File: config.mk
export PLATFORM = sky130hd
export DESIGN_NAME = rcdiv32k_top
export DESIGN_NICKNAME = d
export VERILOG_FILES = /design/src/rtl/rcdiv_pkg.sv /design/src/rtl/rcdiv_regs.sv /design/src/rtl/rcdiv_intdiv.sv /design/src/rtl/rcdiv_calacc.sv /design/src/rtl/rcdiv32k_top.sv
export SDC_FILE = /design/constraint.sdc
export NUM_CORES = 1
export LEC_CHECK = 0
export ABC_AREA = 1
export BUFFER_PORTS_ARGS = -buffer_cell sky130_fd_sc_hd__buf_2
export CAP_MARGIN = 25
export CORE_ASPECT_RATIO = 0.5
export CORE_MARGIN = 8
export CORE_UTILIZATION = 42
export CTS_CLUSTER_SIZE = 20
export DETAILED_ROUTE_END_ITERATION = 10
export SLEW_MARGIN = 15
export SYNTH_ARGS = -nofsm -noshare
export SYNTH_HDL_FRONTEND = slang
export SYNTH_HIERARCHICAL = 1
export SYNTH_SLANG_ARGS = --single-unit
export TNS_END_PERCENT = 30
File: constraint.sdc
create_clock -name clk -period 5.8 [get_ports clk]
set_input_delay 1.16 -clock clk [delete_from_list [all_inputs] [get_ports clk]]
set_output_delay 1.16 -clock clk [all_outputs]
set_load 0.02 [all_outputs]
File: src/rtl/rcdiv_pkg.sv
// Shared constants for the RC 32 kHz divider: register offsets and
// the bit layout of the calibration register.
package rcdiv_pkg;
    localparam int DATA_W        = 32;
    localparam int ADDR_W        = 4;
    localparam logic [ADDR_W-1:0] DIV_OFS = 4'h8;
    localparam logic [ADDR_W-1:0] CAL_OFS = 4'hC;
    localparam int CAL_SEL_BIT   = 0;
    localparam int CAL_EN_BIT    = 1;
    localparam int CAL_FIELD_LSB = 2;
endpackage

File: src/rtl/rcdiv_regs.sv
// Register file for the divider: the N field and the calibration word.
// Assumes single-cycle writes; reads are combinational on the address.
module rcdiv_regs
    import rcdiv_pkg::*;
#(
    parameter int N_W = 5
) (
    input  logic              clk,
    input  logic              rst_n,
    input  logic              we,
    input  logic [ADDR_W-1:0] addr,
    input  logic [DATA_W-1:0] wdata,
    output logic [DATA_W-1:0] rdata,
    output logic [N_W-1:0]    div_field,
    output logic [DATA_W-1:0] cal_word
);
    // Register update on decoded writes; unmapped offsets are dropped.
    always_ff @(posedge clk) begin
        if (!rst_n) begin
            div_field <= '0;
            cal_word  <= '0;
        end else if (we) begin
            case (addr)
                DIV_OFS: div_field <= wdata[N_W-1:0];
                CAL_OFS: cal_word  <= wdata;
                default: ;
            endcase
        end
    end

    // Read-back multiplexer.
    always_comb begin
        case (addr)
            DIV_OFS: rdata = DATA_W'(div_field);
            CAL_OFS: rdata = cal_word;
            default: rdata = '0;
        endcase
    end
endmodule

File: src/rtl/rcdiv_intdiv.sv
// Integer chain: a fixed 2**PRE_W prescaler cascaded with an (N+1)
// stage. The active N is reloaded only when the period wraps, so a
// write never shortens the period in progress. The output is high for
// the first half of each period.
module rcdiv_intdiv #(
    parameter int PRE_W = 5,
    parameter int N_W   = 5
) (
    input  logic           clk,
    input  logic           rst_n,
    input  logic [N_W-1:0] div_field,
    output logic [N_W-1:0] act_o,
    output logic           at_start_o,
    output logic           div_q
);
    localparam int POS_W = PRE_W + N_W;

    logic [PRE_W-1:0] pre;
    logic [N_W-1:0]   stg;
    logic [N_W-1:0]   act;
    logic [POS_W:0]   thr;
    logic [POS_W:0]   pos_ext;

    // Prescaler and second stage advance; divisor reloads at the wrap.
    always_ff @(posedge clk) begin
        if (!rst_n) begin
            pre <= '0;
            stg <= '0;
            act <= '0;
        end else begin
            pre <= pre + 1'b1;
            if (pre == {PRE_W{1'b1}}) begin
                if (stg == act) begin
                    stg <= '0;
                    act <= div_field;
                end else begin
                    stg <= stg + 1'b1;
                end
            end
        end
    end

    // Half-period threshold and level of the integer output.
    always_comb begin
        thr     = ((POS_W+1)'(act) + (POS_W+1)'(1)) << (PRE_W - 1);
        pos_ext = {1'b0, stg, pre};
        div_q   = (pos_ext < thr);
    end

    assign act_o      = act;
    assign at_start_o = (pre == '0) && (stg == '0);
endmodule

File: src/rtl/rcdiv_calacc.sv
// Fractional path: a phase accumulator that gains two fixed-point
// units per clock and wraps at the programmed divider value D; each
// wrap toggles the output, so the average period is D clocks.
// Held cleared while disabled.
module rcdiv_calacc #(
    parameter int INT_W  = 10,
    parameter int FRAC_W = 20
) (
    input  logic                    clk,
    input  logic                    rst_n,
    input  logic                    en,
    input  logic [INT_W+FRAC_W-1:0] div_val,
    output logic                    tgl_q
);
    localparam int ACC_W = INT_W + FRAC_W + 1;
    localparam logic [ACC_W-1:0] STEP = ACC_W'(2) << FRAC_W;

    logic [ACC_W-1:0] acc;
    logic [ACC_W-1:0] nxt;
    logic [ACC_W-1:0] lim;
    logic             wrap;

    // Next phase and wrap detection.
    always_comb begin
        nxt  = acc + STEP;
        lim  = {1'b0, div_val};
        wrap = (nxt >= lim);
    end

    // Phase update and output toggle on every wrap.
    always_ff @(posedge clk) begin
        if (!rst_n || !en) begin
            acc   <= '0;
            tgl_q <= 1'b0;
        end else if (wrap) begin
            acc   <= nxt - lim;
            tgl_q <= ~tgl_q;
        end else begin
            acc   <= nxt;
        end
    end
endmodule

File: src/rtl/rcdiv32k_top.sv
// Top of the RC 32 kHz divider: registers, integer chain, calibrated
// accumulator and the registered source select. Everything runs on
// the RC clock; the output is a registered level.
module rcdiv32k_top
    import rcdiv_pkg::*;
#(
    parameter int PRE_W  = 5,
    parameter int N_W    = 5,
    parameter int INT_W  = 10,
    parameter int FRAC_W = 20
) (
    input  logic              clk,
    input  logic              rst_n,
    input  logic              reg_we,
    input  logic [ADDR_W-1:0] reg_addr,
    input  logic [DATA_W-1:0] reg_wdata,
    output logic [DATA_W-1:0] reg_rdata,
    output logic              clk32_o
);
    localparam int CAL_W = INT_W + FRAC_W;

    logic [N_W-1:0]    div_field;
    logic [DATA_W-1:0] cal_word;
    logic [N_W-1:0]    act_div;
    logic              at_start;
    logic              div_q;
    logic              cal_tgl;
    logic              cal_en;
    logic              cal_sel;
    logic              use_cal;

    rcdiv_regs #(.N_W(N_W)) u_regs (
        .clk       (clk),
        .rst_n     (rst_n),
        .we        (reg_we),
        .addr      (reg_addr),
        .wdata     (reg_wdata),
        .rdata     (reg_rdata),
        .div_field (div_field),
        .cal_word  (cal_word)
    );

    rcdiv_intdiv #(.PRE_W(PRE_W), .N_W(N_W)) u_intdiv (
        .clk        (clk),
        .rst_n      (rst_n),
        .div_field  (div_field),
        .act_o      (act_div),
        .at_start_o (at_start),
        .div_q      (div_q)
    );

    assign cal_en  = cal_word[CAL_EN_BIT];
    assign cal_sel = cal_word[CAL_SEL_BIT];
    assign use_cal = cal_en && cal_sel;

    rcdiv_calacc #(.INT_W(INT_W), .FRAC_W(FRAC_W)) u_calacc (
        .clk     (clk),
        .rst_n   (rst_n),
        .en      (cal_en),
        .div_val (cal_word[CAL_FIELD_LSB +: CAL_W]),
        .tgl_q   (cal_tgl)
    );

    // Registered source select drives the output.
    always_ff @(posedge clk) begin
        if (!rst_n) clk32_o <= 1'b0;
        else        clk32_o <= use_cal ? cal_tgl : div_q;
    end
endmodule

==> impl_metrics.yaml <==
finish:
  post-route-util_pct: 47.3
  antenna_cells: 0
  synthToLayoutAreaGrowth_pct: 10.8
  drive_above_1_share_pct: 9.94
  fin_nets: 1344
global_routing:
  grt_usage_pct: 18.7
  grt_max_degree: 53
  grt_pass1_vias: 6532
  grt_first_pass_wirelength_um: 32300
  grt_overflow: 0
  grt-busiest-layer: "met2"
  use_met1_pct: 26.4
  met3_usage_pct: 3.63
  antenna_found_initial: 0
  use_met2_pct: 29.4
clock_tree:
  post_cts_buffers: 0
  cts_resized: 0
  ctsHoldBuffers: 0
  cts_sinks: 85
  clk_pin_slew_ns: 0.07
  h-tree-depth: 3
  cts.path.max_buffers: 2
  cts_tree: "done"
  cts_made_buffers: 9
  worstSkewPairLatency_ns: 0.35
  clockRootBuffer: "clkbuf_16"
sta:
  setup_viol: 0
  tightest_slew_ns: 0.725
  min_period_over_period_pct: 70.1
  min_period_ns: 4.07
  drv_slew: 0
  maxSlewHeadroom_pct: 51.7
  finalClockSkew_ns: 0.0129
  fin_hold_ws_ns: 0.473
  rsz0062_at_grt: "no"
  finalHoldViolations: 0
  max_freq_ghz: 0.246
  finalSetupTns_ns: 0
critical_path:
  cp_max_fo: 34
  regToRegSetupSlack_ns: 2.23
  worstPathRequired_ns: 4.64
  rr_endpoint: "u_calacc/acc[5]$_SDFFE_PP0P_"
  worstPathArrival_ns: 2.91
  crit_slowest_cell: "nand2_1"
  crit_chain: "buf_2 -> nand2_1 -> inv_2 -> nand2_1 -> buf_8 -> o22ai_1 -> buf_2"
  slowest_delay_ns: 0.49
  cp-end-kind: "output pin"
  critPathLaunchType: "primary input"
  worst_path_dominant_cell_family: "buffers and inverters"
  reg2reg_from: "u_calacc/acc[21]$_SDFF_PP0_"
  crit_type: "primary input to output pin"
  cp_num_buf_inv: 4
  r2r_cells: 19
detailed_routing:
  drt-total-wl_um: 19600
  num_vias: 6999
  dr.pass1.iters: 5
  drt_iter0_markers: 478
  ant_nets: 0
  drc: 0
  drt-vias-per-instance: 4.68
  wl_per_cell_um: 13.1
run:
  maxCapViolations: 0
pwr:
  power_leakage_nw: 4.36
  p_per_area_mw_per_mm2: 205
  ir_drop_mv: 0.141
logic_synthesis:
  synth_area_per_cell_um2: 5.75
  yosys_warnings: 6
  syn_area_mm2: 0.00696
  synth.net_count: 1292
  synthCells: 1210
place:
  gp_congestion: 0.926
  dp_hpwl_um: 15300
  port_buffers: 71
floorplan:
  coreArea_mm2: 0.0163
  die_x_um: 198
  dieHeight_um: 107
  initial_core_util_pct: 42.7
  die_area_mm2: 0.0212
  rows: 33
  pin_count: 72
worst_hold_path:
  min_to: "u_intdiv/pre[0]$_SDFF_PN0_"
  hp-start: "u_intdiv/pre[0]$_SDFF_PN0_"
  min_path_cells: 1
  hold_class: "register to register"
status:
  outcome: "complete, no violations"
power by group:
part / internal (mW) / switching [mW] / total (mW)
sequential: 0.593 / 0.00651 / 0.600
clock: 0.302 / 0.275 / 0.577
combinational: 0.133 / 0.271 / 0.405
total: 1.03 / 0.553 / 1.58
routing by layer:
layer,vias up,wire length (um)
met3,10,1120
met4,0,123
met5,-,0
met1,3135,10100
met2,147,8290
li1,3707,-
placed cells by master (no fill, tap or decap), types with 14 or more instances in the layout:
| cell type | count |
|---|---|
| nand2_1 | 370 |
| inv_1 | 273 |
| nor2_1 | 188 |
| dfxtp_1 | 85 |
| buf_2 | 71 |
| nand3_1 | 54 |
| nand4_1 | 47 |
| ha_1 | 42 |
| a21oi_1 | 27 |
| xnor2_1 | 16 |
| nor2_2 | 14 |
worst max path at each step:
stage | start | depth (start not counted) | end | slack (ns)
after global routing | reg_addr[3] | 7 | reg_rdata[0] | 1.52
after CTS | reg_addr[3] | 6 | reg_rdata[0] | 1.44
after floorplan | reg_addr[3] | 4 | reg_rdata[0] | 2.64
after global placement | reg_addr[3] | 6 | reg_rdata[0] | 1.57
after detailed placement | reg_addr[3] | 6 | reg_rdata[0] | 1.43
final | reg_addr[3] | 7 | reg_rdata[0] | 1.73
stage by stage:
stage	area, um^2	instances	setup WS, ns	total power, mW
floorplan	6960	1210	2.64	0.933
global placement	7380	1476	1.57	1.01
detailed placement	7410	1477	1.43	1.01
CTS	7700	1493	1.44	1.60
global route	7710	1494	1.52	1.68
finish	7710	1494	1.73	1.58
sequential cells by signal (all words and copies together), names as in the netlist:
name              flops
u_regs/cal_word      32
u_calacc/acc         31
u_intdiv/act_o        5
u_intdiv/pre          5
u_intdiv/stg          5
u_regs/div_field      5
clk32_o               1
u_calacc/tgl_q        1
final cells by class:
class                   instances  area [um^2]
fillers                      1796         8600
well taps                     227          284
clock inverters                 7         65.1
multi-input cells             813         3970
inverters                     277         1040
clock buffers                   9          225
repair buffers                 76          420
flip-flops and latches         85         1700
Note: power is estimated with default switching activity, not from simulation.
